<file path="src/rtl/osc_key_pkg.sv">
package osc_key_pkg;
    localparam int ADDR_W     = 16;
    localparam int DATA_W     = 16;
    localparam int N_OSC      = 3;
    localparam int STAT_LSB   = 8;
    localparam logic [ADDR_W-1:0] KEY_ADDR   = 16'h0A0C;
    localparam logic [ADDR_W-1:0] CTRL_ADDR  = 16'h0A10;
    localparam logic [DATA_W-1:0] UNLOCK_KEY = 16'hCB14;
    localparam logic [N_OSC-1:0]  EN_RESET   = 3'b011;

    typedef enum logic [1:0] {SEL_NONE, SEL_KEY, SEL_CTRL} reg_sel_e;

    typedef struct packed {
        logic              wr;
        logic              rd;
        reg_sel_e          sel;
        logic [DATA_W-1:0] wdata;
    } bus_req_t;

    function automatic reg_sel_e decode(input logic [ADDR_W-1:0] a);
        if (a == KEY_ADDR)  return SEL_KEY;
        if (a == CTRL_ADDR) return SEL_CTRL;
        return SEL_NONE;
    endfunction

    function automatic logic [DATA_W-1:0] pack_ctrl(input logic [N_OSC-1:0] en,
                                                    input logic [N_OSC-1:0] rdy);
        logic [DATA_W-1:0] v;
        v = '0;
        v[N_OSC-1:0] = en;
        v[STAT_LSB +: N_OSC] = rdy;
        return v;
    endfunction
endpackage

</file>
<file path="src/rtl/osc_key_lock.sv">
module osc_key_lock
    import osc_key_pkg::*;
(
    input  logic     clk,
    input  logic     rst,
    input  bus_req_t req,
    output logic     unlocked
);
    logic unl_q;

    // Every write re-evaluates the lock: only a matching key write leaves it open.
    always_ff @(posedge clk) begin
        if (rst)
            unl_q <= 1'b0;
        else if (req.wr)
            unl_q <= (req.sel == SEL_KEY) && (req.wdata == UNLOCK_KEY);
    end

    assign unlocked = unl_q;

    AST_KEY_OPENS: assert property (@(posedge clk) disable iff (rst)
        (req.wr && req.sel == SEL_KEY && req.wdata == UNLOCK_KEY) |=> unlocked);
    AST_FOREIGN_CLOSES: assert property (@(posedge clk) disable iff (rst)
        (req.wr && req.sel == SEL_NONE) |=> !unlocked);
    AST_BAD_KEY_CLOSES: assert property (@(posedge clk) disable iff (rst)
        (req.wr && req.sel == SEL_KEY && req.wdata != UNLOCK_KEY) |=> !unlocked);
    AST_CTRL_CONSUMES: assert property (@(posedge clk) disable iff (rst)
        (req.wr && req.sel == SEL_CTRL) |=> !unlocked);
    AST_READ_KEEPS: assert property (@(posedge clk) disable iff (rst)
        (!req.wr && req.rd) |=> $stable(unlocked));
endmodule

</file>
<file path="src/rtl/osc_ready_flags.sv">
module osc_ready_flags
    import osc_key_pkg::*;
(
    input  logic             clk,
    input  logic             rst,
    input  logic [N_OSC-1:0] en_next,
    input  logic [N_OSC-1:0] en_cur,
    input  logic [N_OSC-1:0] stable,
    output logic [N_OSC-1:0] ready
);
    logic [N_OSC-1:0] rdy_q;

    for (genvar i = 0; i < N_OSC; i++) begin : g_osc
        always_ff @(posedge clk) begin
            if (rst)
                rdy_q[i] <= 1'b0;
            else if (!en_next[i])
                rdy_q[i] <= 1'b0;
            else if (stable[i] && en_cur[i])
                rdy_q[i] <= 1'b1;
        end

        AST_FLAG_NEEDS_PULSE: assert property (@(posedge clk) disable iff (rst)
            $rose(rdy_q[i]) |-> $past(stable[i]));
        AST_FLAG_OFF_WHEN_DISABLED: assert property (@(posedge clk) disable iff (rst)
            !en_cur[i] |-> !rdy_q[i]);
        AST_FLAG_STICKY: assert property (@(posedge clk) disable iff (rst)
            (rdy_q[i] && en_next[i]) |=> rdy_q[i]);
    end

    assign ready = rdy_q;
endmodule

</file>
<file path="src/rtl/osc_key_regs.sv">
module osc_key_regs
    import osc_key_pkg::*;
(
    input  logic              clk,
    input  logic              rst,
    input  logic              wr_en,
    input  logic              rd_en,
    input  logic [ADDR_W-1:0] addr,
    input  logic [DATA_W-1:0] wdata,
    input  logic [N_OSC-1:0]  stable,
    output logic [DATA_W-1:0] rdata
);
    bus_req_t          req;
    logic              unlocked;
    logic              ctrl_take;
    logic [DATA_W-1:0] key_q;
    logic [N_OSC-1:0]  en_q;
    logic [N_OSC-1:0]  en_d;
    logic [N_OSC-1:0]  ready;
    logic [DATA_W-1:0] rdata_q;

    always_comb begin
        req.wr    = wr_en;
        req.rd    = rd_en;
        req.sel   = decode(addr);
        req.wdata = wdata;
    end

    osc_key_lock u_lock (
        .clk      (clk),
        .rst      (rst),
        .req      (req),
        .unlocked (unlocked)
    );

    assign ctrl_take = req.wr && (req.sel == SEL_CTRL) && unlocked;
    assign en_d      = ctrl_take ? req.wdata[N_OSC-1:0] : en_q;

    always_ff @(posedge clk) begin
        if (rst) begin
            key_q <= '0;
            en_q  <= EN_RESET;
        end else begin
            if (req.wr && req.sel == SEL_KEY)
                key_q <= req.wdata;
            en_q <= en_d;
        end
    end

    osc_ready_flags u_flags (
        .clk     (clk),
        .rst     (rst),
        .en_next (en_d),
        .en_cur  (en_q),
        .stable  (stable),
        .ready   (ready)
    );

    always_ff @(posedge clk) begin
        if (rst)
            rdata_q <= '0;
        else if (req.rd) begin
            unique case (req.sel)
                SEL_KEY:  rdata_q <= key_q;
                SEL_CTRL: rdata_q <= pack_ctrl(en_q, ready);
                default:  rdata_q <= '0;
            endcase
        end
    end

    assign rdata = rdata_q;

    AST_LOCKED_IGNORED: assert property (@(posedge clk) disable iff (rst)
        (req.wr && req.sel == SEL_CTRL && !unlocked) |=> $stable(en_q));
    AST_RESERVED_ZERO: assert property (@(posedge clk) disable iff (rst)
        ($past(req.rd) && $past(req.sel) == SEL_CTRL) |-> (rdata[15:11] == 5'd0 && rdata[7:3] == 5'd0));
    AST_EN_ONLY_BY_UNLOCK: assert property (@(posedge clk) disable iff (rst)
        !$stable(en_q) |-> $past(unlocked) && $past(req.wr));
endmodule

</file>
<file path="config.mk">
export PLATFORM = sky130hd
export DESIGN_NAME = osc_key_regs
export DESIGN_NICKNAME = d
export VERILOG_FILES = /design/src/rtl/osc_key_pkg.sv /design/src/rtl/osc_key_lock.sv /design/src/rtl/osc_ready_flags.sv /design/src/rtl/osc_key_regs.sv
export SDC_FILE = /design/constraint.sdc
export NUM_CORES = 1
export LEC_CHECK = 0
export BUFFER_PORTS_ARGS = -buffer_cell sky130_fd_sc_hd__buf_4
export CAP_MARGIN = 20
export CORE_UTILIZATION = 49
export DETAILED_ROUTE_END_ITERATION = 10
export GPL_TIMING_DRIVEN = 0
export PLACE_DENSITY = 0.78
export SYNTH_ARGS = -nofsm -noshare
export SYNTH_HDL_FRONTEND = slang
export SYNTH_SLANG_ARGS = --single-unit
</file>
<file path="constraint.sdc">
create_clock -name clk -period 2.4 [get_ports clk]
set_input_delay 0.36 -clock clk [delete_from_list [all_inputs] [get_ports clk]]
set_output_delay 0.36 -clock clk [all_outputs]
set_load 0.1 [all_outputs]
</file>
# After elaboration in Yosys (flattened, before gate mapping)
# Cells that the tools add are included.
# totals
ram_bits	0
rom_bits	0
n_memories	0
elab_cells	34
latch_bits	0
ff_bits	39
out_inout_bits	16
in_bits	39
# classes
n_div	0
n_reduce_logical	10
bitwise_logic	3
n_lt_le_gt_ge	0
muxes	9
mul	0
addsub	0
shifts	0
n_eq_ne	5
# ops
operator	n
$eq 16x12->1 const B	2
$pmux 16 s2	1
$eq 16x16->1 const B	1
$mux 2	4
$logic_and 1x1->1	7
$reduce_or 2->1	3
$mux 1	3
$mux 3	1
$not 1->1	3
$eq 2x1->1 const B	1
$eq 2x2->1 const B	1

# Depth between registers and ports, before layout
# Gate-level depths: netlist of run 1.
# depth
depth_word	11
depth_mapped	6
mapped_depth_nobuf	4

# Modules after synthesis
# Synthesis of run 1 repeated with hierarchy kept, for this count alone.
# hier_totals
cells_unflattened	190
area_unflattened_um2	1724.2
# modules_own_cells
module	n_inst	area_per_inst_um2	seq_area_each_um2	cells_each
osc_key_regs	1	1521.5	700.7	170
osc_key_lock	1	105.1	20.0	11
osc_ready_flags	1	97.6	60.1	9

# Least setup slack after synthesis of run 1
# OpenSTA, ideal clock, no wires.
# synth_timing
path_kind	in2reg
start	input port addr[10]
end	register u_lock.unl_q (netlist: u_lock.unlocked)
setup_time_ns	0.069
arrival_ns	2.166
stages	5
required_time_ns	2.331
path_slack_ns	0.165
path_buffers	1
path_cell_list	or4b_4 > or4_1 > buf_2 > or4_1 > o21ai_1
# synth_between
elab_chain_cells	7
word_cells_on_any_way	10
classes_between	eq/ne (3); mux (6); reduce/logical (1)
# synth_lines
item	line_no	text
from (decl)	osc_key_regs.sv:8	input logic [ADDR_W-1:0] addr,
$eq 16x12->1	osc_key_pkg.sv:22	if (a == CTRL_ADDR) return SEL_CTRL;
$mux 1 (2 in a row)	osc_key_pkg.sv:22	
$mux 2	osc_key_pkg.sv:23	return SEL_NONE;
$mux 2 (*)	osc_key_pkg.sv:22	
$eq 2x1->1 (*)	osc_key_lock.sv:16	unl_q <= (req.sel == SEL_KEY) && (req.wdata == UNLOCK_KEY);
$logic_and 1x1->1 (*)	osc_key_lock.sv:16	
to (signal assigned)	osc_key_lock.sv:16	
to (decl)	osc_key_lock.sv:9	logic unl_q;
# Mark *: on every way between the ends. The rest lies on a longest branch, timed or not. The select of a mux whose other input is x is not followed.
# A chain may end at the register's enable or synchronous reset.

# Final worst setup path of run 1
# layout_timing
start	input port addr[10]
end	register rdata_q[2] (netlist: rdata[2])
# layout_between
elab_chain_cells	7
word_cells_on_any_way	11
classes_between	eq/ne (4); mux (7)
# layout_lines
item	line_no	text
$eq 16x12->1	osc_key_pkg.sv:22	
$mux 1 (2 in a row)	osc_key_pkg.sv:22	
$mux 2	osc_key_pkg.sv:23	
$mux 2 (*)	osc_key_pkg.sv:22	
$eq 2x2->1 or $eq 2x1->1 (tied branches)	osc_key_regs.sv:63	unique case (req.sel)
$pmux 16 s2 (*)	osc_key_regs.sv:63	
to (signal assigned)	osc_key_regs.sv:64	SEL_KEY: rdata_q <= key_q;
to (signal assigned)	osc_key_regs.sv:65	SEL_CTRL: rdata_q <= pack_ctrl(en_q, ready);
to (decl)	osc_key_regs.sv:20	logic [DATA_W-1:0] rdata_q;
# Marks and branches as above.

==> results of run 1 <==
==> worst min-delay path: cells and delay by family <==
kind	cells	cell delay, ps
compound gates	1	60
simple gates	1	60
buf+inv	1	110
==> routing by layer <==
metal,share of wire,up-vias,wire length [um]
met1,0.47,786,1970
met3,0.036,8,154
met2,0.48,35,2040
met5,0,-,0
li1,-,846,-
met4,0.014,0,59
==> power by group through the flow <==
stage	clock, mW	sequential, mW	combinational (mW)
5_1_grt	0.497	0.659	0.164
4_1_cts	0.465	0.658	0.154
3_3_place_gp	0	0.673	0.153
3_5_place_dp	0	0.673	0.153
2_1_floorplan	0	0.707	0.0430
6_report	0.461	0.658	0.153
==> flip-flops by register name (all words and copies together), names as in the netlist <==
signal / cells
en_q: 3
rdata: 16
key_q: 16
u_flags.ready: 3
u_lock.unlocked: 1
==> through the flow <==
step	instance area, sq um	instances
floorplan	1690	195
CTS	2230	300
finish	2230	300
detailed placement	2140	292
global route	2230	300
global placement	2140	292
==> logic make-up (layout without fill, tap and decap cells) <==
kind of cell | after synthesis | after routing | share of synthesized area
AND/OR/NAND/NOR | 76 | 76 | 0.278
AO/OA/AOI/OAI | 62 | 62 | 0.210
flip-flops | 39 | 39 | 0.462
buffers and inverters | 16 | 77 | 0.0370
multiplexers | 2 | 2 | 0.0126
==> layout by cell type (no fill, tap or decap), types with 2 or more instances in the layout <==
master    count
a211oi_1      8
nor3b_1       2
or4_1         4
nor2_1        9
nor4_1        3
nand2b_1     12
a21oi_1      29
a21bo_2       2
or4b_4        2
clkbuf_1     12
buf_4        53
nand4_1       3
nand3_1      26
nand3b_1      3
buf_2         2
o21ai_0      16
clkbuf_4      5
a22oi_1       6
dfxtp_1      39
nor4b_1       2
==> layout make-up <==
cell class	count	area [sq um]
buffer	15	58.8
inverter	1	3.75
tap	44	55.1
multi-input combinational	140	847
clock inverter	2	35.0
sequential	39	781
fill	281	923
clock buffer	6	51.3
timing repair buffer	53	398
==> worst max-delay path by stage <==
| stage | end | slack [ps] | from |
|---|---|---|---|
| floorplan | u_lock.unlocked | 160 | addr[10] |
| global placement | rdata[2] | -100 | addr[10] |
| detailed placement | rdata[10] | -150 | addr[10] |
| CTS | rdata[2] | 200 | addr[10] |
| global route | key_q[3] | 40 | addr[10] |
| finish | rdata[2] | 180 | addr[10] |
==> flow_metrics.py, run 1 <==
metrics = {
    "placed_design": {
        "portBuffers": 53,
        "place_ws_ps": -146,
        "dp_hpwl_mm": 3.20,
        "gp_congestion": 0.837,
    },
    "worst_setup_path": {
        "cp_num_buf_inv": 2,
        "arrival_ps": 2480,
        "critPathSlowestCell": "nor4_1",
        "startpoint_type": "input port",
        "cp_cell_sequence": "buf_4, or4b_4, nor4_1, buf_2, a22oi_1, a211oi_1",
        "slowest_delay_ps": 700,
        "r2r_start": "u_lock.unlocked",
        "cp_max_fo": 10,
        "endpoint_kind": "flop",
        "cp.depth": 6,
        "crit_required_ps": 2660,
        "critPathTopFamily": "simple AND/OR/NAND/NOR gates",
        "r2r_end": "u_flags.ready[2]",
        "worstRegToRegCells": 3,
        "r2r_slack_ps": 1130,
        "criticalPathCategory": "in2reg",
    },
    "hold_path": {
        "min_path_cells": 3,
        "worstHoldStart": "wdata[14]",
        "hold_end": "key_q[14]",
        "hold_path_class": "in2reg",
    },
    "logic_synthesis": {
        "synth_seq_cells": 39,
        "synth_cells": 195,
        "postSynthAreaPerCell_sq_um": 8.67,
        "yosys.area.top_type_share": 0.462,
        "ys_warn_count": 0,
        "synth_edf_count": 0,
        "yosys_most_used_dff": "dfxtp_1",
        "yosysSeqAreaShare": 0.462,
        "synth_cell_types": 33,
        "syn_area_sq_um": 1690,
        "synthTopCellsByArea": "dfxtp_1 (46%), a21oi_1 (8.6%), nand3_1 (7.7%)",
        "async_reset_ff_frac": 0,
        "syn-num-nets": 234,
        "synthTopCellsByCount": "dfxtp_1 (39), a21oi_1 (29), nand3_1 (26), o21ai_0 (16)",
        "post-synth-top-area-cell": "dfxtp_1",
        "synth.most_common_cell": "dfxtp_1",
    },
    "clock_tree": {
        "cts_resized": 0,
        "post_cts_buffers": 0,
        "clockBufferDepth": 2,
        "clockRootBuffer": "clkbuf_4",
        "insertion_delay_ps": 350,
        "htreeDepth": 2,
        "holdBufCountCts": 0,
        "clkSlewWorstSetupHoldPaths_ps": 110,
        "clock-sinks": 39,
        "numCtsBuffers": 5,
        "cts_tree": "built",
    },
    "power_and_ir_drop": {
        "total_power_mw": 1.27,
        "peakVddDrop_mv": 0.481,
        "power_density_nw_per_um2": 571,
        "clkPwrFrac": 0.362,
        "power_switching_mw": 0.308,
        "netSwitchingFraction": 0.242,
        "p_int_mw": 0.965,
        "sequentialPowerShare": 0.517,
        "combPwrFrac": 0.121,
        "p_leak_nw": 0.802,
    },
    "drt": {
        "wire_per_inst_um": 14.1,
        "route.detailed.drc": 0,
        "vias": 1675,
        "vias_per_cell": 5.58,
        "drt_first_iter_violations": 115,
        "firstDrtPassIters": 4,
        "antenna_left": 0,
        "drt-total-wl_mm": 4.22,
    },
    "timing": {
        "tightest_slew_ps": 756,
        "rsz0062_at_grt": "no",
        "finalHoldViolations": 0,
        "fmax_mhz": 451,
        "clock_skew_ps": 4.28,
        "fin_ws_ps": 181,
        "hold_ws_ps": 270,
        "min_period_over_period": 0.925,
        "max-slew-margin-rel": 0.492,
        "maxSlewViolCount": 0,
        "setup_viol": 0,
        "fin_tns_setup_ps": 0,
        "finalCriticalPeriod_ps": 2220,
    },
    "global_route": {
        "busiest_layer": "met2",
        "grt_first_pass_wirelength_mm": 6.87,
        "grt_max_degree": 13,
        "grt_use_met1": 0.333,
        "grt_use_met3": 0.0576,
        "track_usage": 0.257,
        "grt_overflow": 0,
        "use_met2": 0.424,
        "grt_pass1_vias": 1524,
        "antenna_found_initial": 0,
    },
    "floorplan": {
        "fp.dieArea_sq_um": 3690,
        "initial_utilization": 0.536,
        "num_rows": 20,
        "die_w_um": 60.7,
        "die_y_um": 60.7,
        "core_sq_um": 3150,
        "pin_count": 55,
    },
    "final_layout": {
        "area_growth_pct": 31.9,
        "nets": 294,
        "fin_util": 0.707,
        "drive_gt1_frac": 0.277,
        "n_antenna_cell": 0,
    },
    "flow_run": {
        "maxCapViolCount": 0,
    },
    "outcome": {
        "status": "finished clean",
    },
}
(Power assumes the default switching activity.)
==> run 2, diff against run 1 <==
CORE_MARGIN = 2   (was unset)
REMOVE_ABC_BUFFERS = 1   (was unset)
SLEW_MARGIN = 25   (was unset)
==> run 2 against run 1 <==
Net effect: fmax decreased by 1.2%; die area increased by 6.7%; non-clock buffer count decreased by 11; core utilization decreased by 4.9 points; hold slack about the same; largest cell class unchanged; combinational power about the same; largest power group unchanged.
==> flow_metrics.py, run 2 (synthesis results as in run 1) <==
metrics = {
    "worst_setup_path": {
        "critPathSlowestCell": "or4_1",
        "cp_max_fo": 17,
        "r2r_slack_ps": 1100,
        "crit_required_ps": 2700,
        "r2r_start": "u_lock.unlocked",
        "cpMostUsedCell": "or4_1",
        "cp_cell_sequence": "buf_4, or4b_4, or4_1, or4_1, o21ai_1",
        "slowest_delay_ps": 800,
        "worstRegToRegCells": 3,
        "arrival_ps": 2540,
        "cp-startpoint": "addr[10]",
        "criticalPathCategory": "in2reg",
        "r2r_end": "u_flags.ready[2]",
        "endpoint_kind": "flop",
        "startpoint_type": "input port",
    },
    "global_route": {
        "grt_pass1_vias": 1536,
        "grt_overflow": 0,
        "grt_max_degree": 41,
        "antenna_found_initial": 0,
        "grt_first_pass_wirelength_mm": 6.95,
        "track_usage": 0.222,
    },
    "power_and_ir_drop": {
        "peakVddDrop_mv": 0.379,
        "total_power_mw": 1.19,
        "power_switching_mw": 0.306,
        "p_int_mw": 0.889,
        "clkPwrFrac": 0.324,
        "netSwitchingFraction": 0.256,
        "power_density_nw_per_um2": 544,
        "combPwrFrac": 0.126,
        "p_leak_nw": 0.803,
        "sequentialPowerShare": 0.551,
    },
    "floorplan": {
        "core_sq_um": 3340,
        "die_y_um": 62.7,
        "num_rows": 21,
        "fp.dieArea_sq_um": 3940,
        "initial_utilization": 0.507,
        "pin_count": 55,
        "die_w_um": 62.7,
    },
    "timing": {
        "rsz0062_at_grt": "no",
        "tightest_slew_ps": 739,
        "hold_ws_ps": 270,
        "finalHoldViolations": 0,
        "clock_skew_ps": 6.54,
        "min_period_over_period": 0.936,
        "max-slew-margin-rel": 0.503,
        "maxSlewViolCount": 0,
        "finalCriticalPeriod_ps": 2250,
        "setup_viol": 0,
        "fmax_mhz": 445,
    },
    "final_layout": {
        "nets": 283,
        "n_antenna_cell": 0,
        "final_common_cell": "buf_4",
        "area_growth_pct": 29.9,
        "finalNonFillerCells": 291,
        "drive_gt1_frac": 0.298,
        "final_cell_mix": "buf_4 (55), dfxtp_1 (39), a21oi_1 (29)",
    },
    "hold_path": {
        "min_path_cells": 3,
        "hold_path_class": "in2reg",
        "worstHoldStart": "wdata[12]",
        "hold_end": "key_q[12]",
    },
    "drt": {
        "route.detailed.drc": 0,
        "wire_per_inst_um": 13.9,
        "vias": 1646,
        "drt-total-wl_mm": 4.05,
        "firstDrtPassIters": 4,
        "drt_first_iter_violations": 102,
        "vias_per_cell": 5.66,
        "antenna_left": 0,
    },
    "clock_tree": {
        "holdBufCountCts": 0,
        "htreeDepth": 2,
        "numCtsBuffers": 5,
        "clockBufferDepth": 2,
        "insertion_delay_ps": 360,
        "clkSlewWorstSetupHoldPaths_ps": 110,
        "clockRootBuffer": "clkbuf_4",
        "post_cts_buffers": 0,
        "clock-sinks": 39,
        "cts_tree": "built",
    },
    "placed_design": {
        "gp_congestion": 0.729,
        "portBuffers": 54,
        "place_inst": 283,
        "dp_hpwl_mm": 2.76,
    },
    "outcome": {
        "status": "finished clean",
    },
    "flow_run": {
        "maxCapViolCount": 0,
    },
}
==> run 2: area by class of cell <==
type	instances	area, sq um
fill	292	1140
multi-input combinational	140	862
sequential	39	781
timing repair buffer	57	423
clock buffer	8	68.8
tap	46	57.6
inverter	1	3.75
==> run 2: power by group through the flow <==
stage          registers (mW)  logic (mW)  clock network (mW)
2_1_floorplan           0.707      0.0259                   0
3_5_place_dp            0.673       0.148                   0
4_1_cts                 0.658       0.148               0.393
5_1_grt                 0.659       0.160               0.417
6_report                0.658       0.150               0.387
3_3_place_gp            0.672       0.148                   0
==> run 2: worst max path at each step <==
stage / endpoint / cells past startpoint
final: u_lock.unlocked / 5
after global placement: rdata[2] / 5
after detailed placement: u_lock.unlocked / 5
after global routing: u_lock.unlocked / 5
after CTS: u_lock.unlocked / 5
after floorplan: rdata[0] / 4
==> run 2: repair_timing <==
action                                  4_1_cts  5_1_grt
resized for setup                             0        1
endpoints found under the setup margin        0       10
endpoints found under the hold margin         0        0
==> run 2: metal layers <==
| layer | global-route usage | vias to the layer above | share of wire |
|---|---|---|---|
| li1 | - | 824 | - |
| met1 | 0.282 | 771 | 0.46 |
| met2 | 0.351 | 46 | 0.47 |
| met3 | 0.0757 | 5 | 0.052 |
| met4 | 0.0806 | 0 | 0.016 |
| met5 | 0 | - | 0 |
==> run 2: stage by stage <==
step | setup TNS, ps | cell area [sq um] | setup slack [ps] | util
detailed placement | -2330 | 2120 | -212 | 0.635
global placement | -83210 | 2090 | -2800 | 0.628
floorplan | -43290 | 1630 | -1440 | -
finish | 0 | 2200 | 154 | 0.658
global route | 0 | 2200 | 89.4 | 0.658
CTS | 0 | 2190 | 161 | 0.655
==> run 2: critical path, delay by kind of cell <==
family,cells,cell delay [ps]
AO/OA/AOI/OAI,1,120
AND/OR/NAND/NOR,3,1960
buffers and inverters,1,110
